[src/rtl/scbg_pkg.sv]
package scbg_pkg;

    localparam int LEN_CODE_W = 3;

    typedef logic [LEN_CODE_W-1:0] len_code_t;

    // Length codes that a neighbouring mode register decodes
    localparam len_code_t LEN_ONE   = 3'b000;
    localparam len_code_t LEN_TWO   = 3'b001;
    localparam len_code_t LEN_FOUR  = 3'b010;
    localparam len_code_t LEN_EIGHT = 3'b011;
    localparam len_code_t LEN_ROW   = 3'b111;

    typedef enum logic {
        ORDER_SEQ = 1'b0,
        ORDER_XOR = 1'b1
    } order_e;

    typedef struct packed {
        len_code_t len;
        order_e    order;
        logic      wr_single;
    } mode_cfg_t;

    typedef struct packed {
        logic       reserved;
        logic       row_mode;
        logic [1:0] len_log2;
    } len_info_t;

    // Turns the programmed mode into a length exponent, a row flag and a
    // reserved flag. A single-location write overrides the programmed length.
    function automatic len_info_t decode_len(mode_cfg_t cfg, logic is_wr);
        len_info_t r;
        r = '0;
        case (cfg.len)
            LEN_ONE:   r.len_log2 = 2'd0;
            LEN_TWO:   r.len_log2 = 2'd1;
            LEN_FOUR:  r.len_log2 = 2'd2;
            LEN_EIGHT: r.len_log2 = 2'd3;
            LEN_ROW: begin
                r.row_mode = 1'b1;
                r.reserved = (cfg.order == ORDER_XOR);
            end
            default:   r.reserved = 1'b1;
        endcase
        if (cfg.wr_single && is_wr) begin
            r.row_mode = 1'b0;
            r.len_log2 = 2'd0;
        end
        return r;
    endfunction

endpackage

[src/rtl/scbg_mode_decode.sv]
module scbg_mode_decode
    import scbg_pkg::*;
#(
    parameter int COL_W = 8
) (
    input  mode_cfg_t        cfg,
    input  logic             is_wr,
    output logic             reserved,
    output logic             row_mode,
    output logic [COL_W-1:0] mask
);

    localparam int FIXED_BITS = 3;  // widest fixed-length burst is 2**3

    len_info_t info;

    assign info     = decode_len(cfg, is_wr);
    assign reserved = info.reserved;
    assign row_mode = info.row_mode;

    // Bits that change during a burst: the low log2(BL) bits, or all in row mode
    for (genvar i = 0; i < COL_W; i++) begin : g_mask
        if (i < FIXED_BITS) begin : g_low
            assign mask[i] = info.row_mode | (info.len_log2 > 2'(i));
        end else begin : g_high
            assign mask[i] = info.row_mode;
        end
    end

endmodule

[src/rtl/scbg_beat_ctr.sv]
module scbg_beat_ctr #(
    parameter int COL_W = 8
) (
    input  logic             clk,
    input  logic             rst,
    input  logic             en,
    input  logic             load,
    input  logic             kill,
    input  logic             row_mode,
    input  logic [COL_W-1:0] last_idx,
    output logic [COL_W-1:0] beat,
    output logic             active,
    output logic             last_beat
);

    logic at_end;

    assign at_end    = !row_mode && (beat == last_idx);
    assign last_beat = active && at_end;

    always_ff @(posedge clk) begin
        if (rst) begin
            active <= 1'b0;
            beat   <= '0;
        end else if (en) begin
            if (load) begin
                active <= 1'b1;
                beat   <= '0;
            end else if (kill) begin
                active <= 1'b0;
            end else if (active) begin
                if (at_end) begin
                    active <= 1'b0;
                end else begin
                    beat <= beat + 1'b1;
                end
            end
        end
    end

    AST_BEAT_IN_BLOCK: assert property (@(posedge clk) disable iff (rst)
        (active && !row_mode) |-> ((beat & ~last_idx) == '0));

endmodule

[src/rtl/scbg_addr_map.sv]
module scbg_addr_map #(
    parameter int COL_W = 8
) (
    input  logic [COL_W-1:0] base,
    input  logic [COL_W-1:0] mask,
    input  logic             order_xor,
    input  logic [COL_W-1:0] beat,
    output logic [COL_W-1:0] col
);

    logic [COL_W-1:0] inc_low;
    logic [COL_W-1:0] xor_low;

    // Carries out of the changing field are dropped by the mask below
    assign inc_low = base + beat;
    assign xor_low = base ^ beat;

    for (genvar i = 0; i < COL_W; i++) begin : g_bit
        assign col[i] = mask[i] ? (order_xor ? xor_low[i] : inc_low[i]) : base[i];
    end

endmodule

[src/rtl/sdram_col_burst_gen.sv]
module sdram_col_burst_gen
    import scbg_pkg::*;
#(
    parameter int COL_W = 8
) (
    input  logic             clk,
    input  logic             rst,
    input  logic             cke,
    input  logic             burst_start,
    input  logic             burst_wr,
    input  logic             burst_stop,
    input  logic [COL_W-1:0] start_col,
    input  logic [2:0]       cfg_len,
    input  logic             cfg_ilv,
    input  logic             cfg_wr_single,
    output logic [COL_W-1:0] col_out,
    output logic             col_valid,
    output logic             col_last,
    output logic             mode_err
);

    mode_cfg_t        cfg;
    logic             rsv;
    logic             row_d;
    logic [COL_W-1:0] mask_d;
    logic             load;
    logic             kill;

    logic [COL_W-1:0] base_q;
    logic [COL_W-1:0] mask_q;
    logic             row_q;
    logic             order_q;
    logic             err_q;
    logic [COL_W-1:0] beat;

    assign cfg.len       = cfg_len;
    assign cfg.order     = order_e'(cfg_ilv);
    assign cfg.wr_single = cfg_wr_single;

    scbg_mode_decode #(.COL_W(COL_W)) mode_dec_i (
        .cfg      (cfg),
        .is_wr    (burst_wr),
        .reserved (rsv),
        .row_mode (row_d),
        .mask     (mask_d)
    );

    // A start always wins over a stop; a start under a reserved mode only ends
    assign load = burst_start && !rsv;
    assign kill = (burst_start && rsv) || burst_stop;

    always_ff @(posedge clk) begin
        if (rst) begin
            base_q  <= '0;
            mask_q  <= '0;
            row_q   <= 1'b0;
            order_q <= 1'b0;
            err_q   <= 1'b0;
        end else if (cke) begin
            err_q <= burst_start && rsv;
            if (load) begin
                base_q  <= start_col;
                mask_q  <= mask_d;
                row_q   <= row_d;
                order_q <= cfg_ilv;
            end
        end
    end

    scbg_beat_ctr #(.COL_W(COL_W)) beat_ctr_i (
        .clk       (clk),
        .rst       (rst),
        .en        (cke),
        .load      (load),
        .kill      (kill),
        .row_mode  (row_q),
        .last_idx  (mask_q),
        .beat      (beat),
        .active    (col_valid),
        .last_beat (col_last)
    );

    scbg_addr_map #(.COL_W(COL_W)) addr_map_i (
        .base      (base_q),
        .mask      (mask_q),
        .order_xor (order_q),
        .beat      (beat),
        .col       (col_out)
    );

    assign mode_err = err_q;

    AST_LAST_NEEDS_VALID: assert property (@(posedge clk) disable iff (rst)
        col_last |-> col_valid);

    AST_LAST_ENDS_BURST: assert property (@(posedge clk) disable iff (rst)
        (cke && col_last && !burst_start) |=> !col_valid);

    AST_UPPER_FIXED: assert property (@(posedge clk) disable iff (rst)
        (!$past(rst) && col_valid && $past(col_valid) && $past(cke) && !$past(burst_start))
        |-> (((col_out ^ $past(col_out)) & ~mask_q) == '0));

    AST_SINGLE_WRITE: assert property (@(posedge clk) disable iff (rst)
        (cke && burst_start && burst_wr && cfg_wr_single && !rsv) |=> (col_valid && col_last));

    AST_STOP_ENDS: assert property (@(posedge clk) disable iff (rst)
        (cke && burst_stop && !burst_start) |=> !col_valid);

    AST_HOLD_CKE_LOW: assert property (@(posedge clk) disable iff (rst)
        (!$past(rst) && !$past(cke)) |-> ($stable(col_out) && $stable(col_valid)
                                          && $stable(col_last) && $stable(mode_err)));

    AST_RESERVED_NO_BURST: assert property (@(posedge clk) disable iff (rst)
        mode_err |-> !col_valid);

    AST_FIRST_COL: assert property (@(posedge clk) disable iff (rst)
        (cke && burst_start && !rsv) |=> (col_valid && col_out == $past(start_col)));

endmodule

[config.mk]
export PLATFORM = sky130hd
export DESIGN_NAME = sdram_col_burst_gen
export DESIGN_NICKNAME = d
export VERILOG_FILES = /design/src/rtl/scbg_pkg.sv /design/src/rtl/scbg_mode_decode.sv /design/src/rtl/scbg_beat_ctr.sv /design/src/rtl/scbg_addr_map.sv /design/src/rtl/sdram_col_burst_gen.sv
export SDC_FILE = /design/constraint.sdc
export NUM_CORES = 1
export LEC_CHECK = 0
export BUFFER_PORTS_ARGS = -buffer_cell sky130_fd_sc_hd__buf_4
export CAP_MARGIN = 10
export CORE_MARGIN = 2
export CORE_UTILIZATION = 31
export DETAILED_ROUTE_END_ITERATION = 16
export HOLD_SLACK_MARGIN = 0.15
export PLACE_DENSITY_LB_ADDON = 0.05
export SLEW_MARGIN = 10
export SYNTH_ARGS = -nofsm -noshare
export SYNTH_HDL_FRONTEND = slang
export SYNTH_HIERARCHICAL = 1
export SYNTH_SLANG_ARGS = --single-unit
[constraint.sdc]
create_clock -name clk -period 2.85 [get_ports clk]
set_clock_uncertainty 0.15 [all_clocks]
set_input_delay 0.1425 -clock clk [delete_from_list [all_inputs] [get_ports clk]]
set_output_delay 0.1425 -clock clk [all_outputs]
set_load 0.02 [all_outputs]
Word level (Yosys, flattened, before mapping) --
Cells that the tools add are included. W data, S select, Z words.
Storage, ports and cells: bits of input ports 19, register bits after elaboration 24, word-level logic and storage cells 64, output and inout bits 11
Operators by class: bitwise gates (word level) 4, reductions and logical operators 13, order comparisons 3, eq/ne operators 7, mux-type cells 28, add/sub/neg operators 2
Operators by type and width (count):
- $mux W8 | 4
- $mux W1 | 21
- $add A8 B1 Y8 const B | 1
- $add A8 B8 Y8 | 1
- $eq A8 B8 Y1 | 1
- $xor A8 B8 Y8 | 1
- $eq A3 B2 Y1 const B | 2
- $pmux W2 S3 | 1
- $logic_and A1 B1 Y1 | 5
- $gt A2 B1 Y1 const B | 2
- $ne A2 B1 Y1 const B | 2
- $reduce_and A4 Y1 | 1
- $reduce_or A4 Y1 | 1
- $eq A3 B1 Y1 const B | 1
- $eq A3 B3 Y1 const B | 1
- $logic_not A3 Y1 | 1
- $mux W3 | 1
- $or A1 B1 Y1 | 3
- $gt A2 B2 Y1 const B | 1
- $logic_not A1 Y1 | 2
- $pmux W1 S2 | 1
- $reduce_and A2 Y1 | 1
- $reduce_bool A2 Y1 | 1
- $logic_or A1 B1 Y1 | 1

Logic depth before layout (Yosys ltp) --
depth in word-level cells 7, mapped depth 8, depth with buffers taken out 8

Modules after synthesis --
Netlist, hierarchy kept.
Modules (own cells, without submodules):
- sdram_col_burst_gen | cells each 85, area each 874.6 sq um, instances 1, sequential area each 380.4 sq um
- scbg_beat_ctr | cells each 72, area each 591.8 sq um, instances 1, sequential area each 180.2 sq um
- scbg_addr_map | cells each 61, area each 420.4 sq um, instances 1, sequential area each 0.0 sq um
- scbg_mode_decode | cells each 14, area each 97.6 sq um, instances 1, sequential area each 0.0 sq um

Worst setup path before layout --
OpenSTA, ideal clock, no wires.
path type flip-flop to output port, start reg beat_ctr_i.beat[0], end out col_out[6], required time 2.558 ns, buffers on the path 0, data arrival time 2.101 ns, setup slack 0.456 ns, stages on the path, launching flop included 9, path through dfxtp_1 ha_1 inv_1 fa_1 or2b_1 a211oi_1 a31oi_1 xnor2_1 mux2_2
Between the ends: cells in the longest elaborated chain, start to end 3
Ends and longest elaborated chain:
- from (decl) | RTL line scbg_beat_ctr.sv:11 | output logic [COL_W-1:0] beat,
- from (signal assigned) | RTL line scbg_beat_ctr.sv:35 | beat <= beat + 1'b1;
- $add A8 B8 Y8 | RTL line scbg_addr_map.sv:15 | assign inc_low = base + beat;
- $mux W1 (2 in series) | RTL line scbg_addr_map.sv:19 | assign col[i] = mask[i] ? (order_xor ? xor_low[i] : inc_low[i]) : base[i];
- to (decl) | RTL line sdram_col_burst_gen.sv:16 | output logic [COL_W-1:0] col_out,
No other way between the ends.

Worst setup path in the final report --
start reg beat_ctr_i.beat[6], end out col_out[7]
The elaborated chain is that of the path after synthesis.

==> impl_metrics.ini <==
[cells_and_area]
drive_gt1_share_pct = 21.7
n_antenna_cell = 0
nNetsFinal = 305
layout_common_cells = 40 x nand2b_1, 36 x buf_4, 26 x dfxtp_1
nFillCells = 673
syn_to_final_growth_pct = 27.3
mostFrequentLayoutCell = nand2b_1

[grt]
antenna_found_initial = 0
grt_pass1_vias = 1664
grt_max_degree = 45
overflow = 0
grt_util_all_layers_pct = 14.2
grt_pass1_wl_mm = 8.06

[worst_setup_path]
crit_type = flip-flop to output pin
crit_slowest_cell = or4_1
endpoint_kind = output pin
r2r-start = beat_ctr_i/beat[2]$_SDFFE_PP0P_
crit_family = simple AND/OR/NAND/NOR gates
worst-path-buf-inv = 1
critPathRequiredTime_ps = 2560
cp_slowest_stage_delay_ps = 520
crit_arrival_ps = 2420
worstPathCellList = ha_1, a21oi_1, nor2_1, and4bb_2, o32a_1, or4_1, buf_4
start_kind = flip-flop
critPathLaunch = beat_ctr_i/beat[6]$_SDFFE_PP0P_
worstPathMaxFanout = 5

[timing]
worst_slack_ps = 141
max_slew.worst_pin.slew_ps = 480
relSlewSlack_pct = 68.0
tns_ps = 0
rsz0062_at_grt = false
finalSetupViolations = 0
max_freq_mhz = 369
finalHoldViolCount = 0
finalCritPeriodShare_pct = 95.1
fin_crit_ps = 2710
finalMaxSlewViolations = 0

[routing]
vias = 1693
drtIter0Drc = 46
via_per_inst = 4.80
drt_first_pass_iters = 4
routed_wl_mm = 4.80
final_antenna_net_count = 0
avgRoutedWirePerCell_um = 13.6
drc = 0

[floorplanning]
coreArea_sq_um = 6280
die_w_um = 84.0
row_count = 29
start_util_pct = 31.6
die_h_um = 84.0
io_pins = 30
dieArea_sq_um = 7060

[clock_tree]
clock-sinks = 28
clk_latency_ps = 280
cts_root_buf = clkbuf_8
h-tree-depth = 1
cts_tree = built
clk_pin_slew_ps = 100
cts_buffers = 3
cts_buffer_depth = 2

[synth]
synth_cell_types = 55
synthesis.area_sq_um = 1980
yosysWarnings = 6
synth-seq-area-share_pct = 28.2
synthArstFlopShare_pct = 0
synth-seq-cells = 28
synth-edff-count = 0
ys.flop_type = dfxtp_1
mappedNetlistNets = 260
synthCells = 232
syn-mean-instance-area_sq_um = 8.55

[placed_design]
dp_hpwl_mm = 3.49
pre_cts_ws_ps = 246
gp_congestion = 0.752
io_buffer_count = 29

[power]
swShare_pct = 24.3
power_frac_clock_pct = 36.9
pwr-share-comb_pct = 17.0
seq_power_share_pct = 46.2
leakage_nw = 1.01
total_power_uw = 884
p_int_uw = 668
vdd_drop_max_mv = 0.214
p_switching_uw = 215
power.density_nw_per_um2 = 350

[worst_hold_path]
hold_class = primary input to flip-flop
min-delay-start = rst

[run_status]
status = finished clean

[flow_run]
drv_cap = 0
-- state kept, by name, indices dropped and copies added, names as in the netlist --
name               flops
base_q                 8
beat_ctr_i/active      1
beat_ctr_i/beat        8
mask_q                 8
mode_err               1
order_q                1
row_q                  1
-- power groups by stage --
stage | sequential, mW | clock [mW] | combinational, mW
floorplan | 0.416 | 0 | 0.0879
global placement | 0.417 | 0 | 0.134
detailed placement | 0.417 | 0 | 0.134
CTS | 0.408 | 0.341 | 0.151
global route | 0.410 | 0.357 | 0.165
finish | 0.408 | 0.326 | 0.150
-- final cells by class --
class | count | area (sq um) | area share (%)
clock buffers | 3 | 41.3 | 1.63
clock inverters | 1 | 30.0 | 1.19
inverters | 4 | 15.0 | 0.594
multi-input cells | 187 | 1340 | 53.0
flip-flops and latches | 28 | 563 | 22.3
well taps | 77 | 96.3 | 3.81
repair buffers | 53 | 440 | 17.4
-- per-stage QoR --
step                util, %  hold WS, ps  instance area [sq um]  std cells
floorplan                 -         61.9                   1980        232
global placement       35.8          270                   2250        331
detailed placement     35.8          273                   2250        331
CTS                    39.7          152                   2490        352
global route           40.2          171                   2530        353
finish                 40.2          154                   2530        353
-- what timing repair did --
item                                    in CTS  in global routing
hold buffers                                17                  0
gates resized for setup                      1                  6
pin swaps                                    0                  3
setup buffers                                0                  1
endpoints found under the hold margin       18                  0
endpoints found under the setup margin       1                  2
-- logic make-up (layout without fill, tap and decap cells) --
kind of cell	after synthesis	count (layout)	share of synthesized area [%]
XOR/XNOR	12	12	5.30
adder cells (fa/ha/maj)	9	9	6.05
AO/OA/AOI/OAI	40	40	13.5
AND/OR/NAND/NOR	105	105	30.6
buffers and inverters	17	61	5.55
flip-flops	28	28	28.2
multiplexers	21	21	10.7
-- final timing paths --
check | to | cells after the start | slack (ps)
worst max register to register | beat_ctr_i/active$_SDFFE_PP0P_ | 8 | 410
worst min-delay path | beat_ctr_i/beat[1]$_SDFFE_PP0P_ | 2 | 150
worst min register to register | base_q[0]$_SDFFE_PP0P_ | 2 | 340
worst max-delay path | col_out[7] | 7 | 140
-- cells in the mapped netlist (2+ instances only) --
library cell / instances / share of area, %
mux2_2: 2 / 1.1
and3_1: 2 / 0.63
xor2_1: 8 / 3.5
inv_1: 4 / 0.76
nor2_1: 15 / 2.8
nor2b_1: 3 / 0.95
or3_1: 3 / 0.95
nand2_1: 18 / 3.4
o211ai_1: 3 / 1.1
nor3_1: 3 / 0.76
a31oi_1: 3 / 0.95
o21ai_0: 5 / 1.3
nand4_1: 2 / 0.63
a21o_1: 2 / 0.76
clkbuf_1: 5 / 0.95
ha_1: 8 / 5.0
nand3_1: 3 / 0.76
buf_4: 6 / 2.3
o31ai_1: 2 / 0.76
a21oi_1: 11 / 2.8
mux2i_1: 19 / 9.6
dfxtp_1: 28 / 28
nand2b_1: 40 / 13
a211oi_1: 3 / 1.1
xnor2_1: 4 / 1.8
-- layer usage --
layer / track usage [%] / vias up / wire (um) / part of all wire, %
met5: 0 / - / 0 / 0
met4: 2.64 / 0 / 39 / 0.81
met3: 2.87 / 4 / 117 / 2.4
met2: 23.9 / 18 / 2160 / 45
met1: 19.1 / 772 / 2480 / 52
li1: - / 899 / - / -
(Power assumes the default switching activity.)
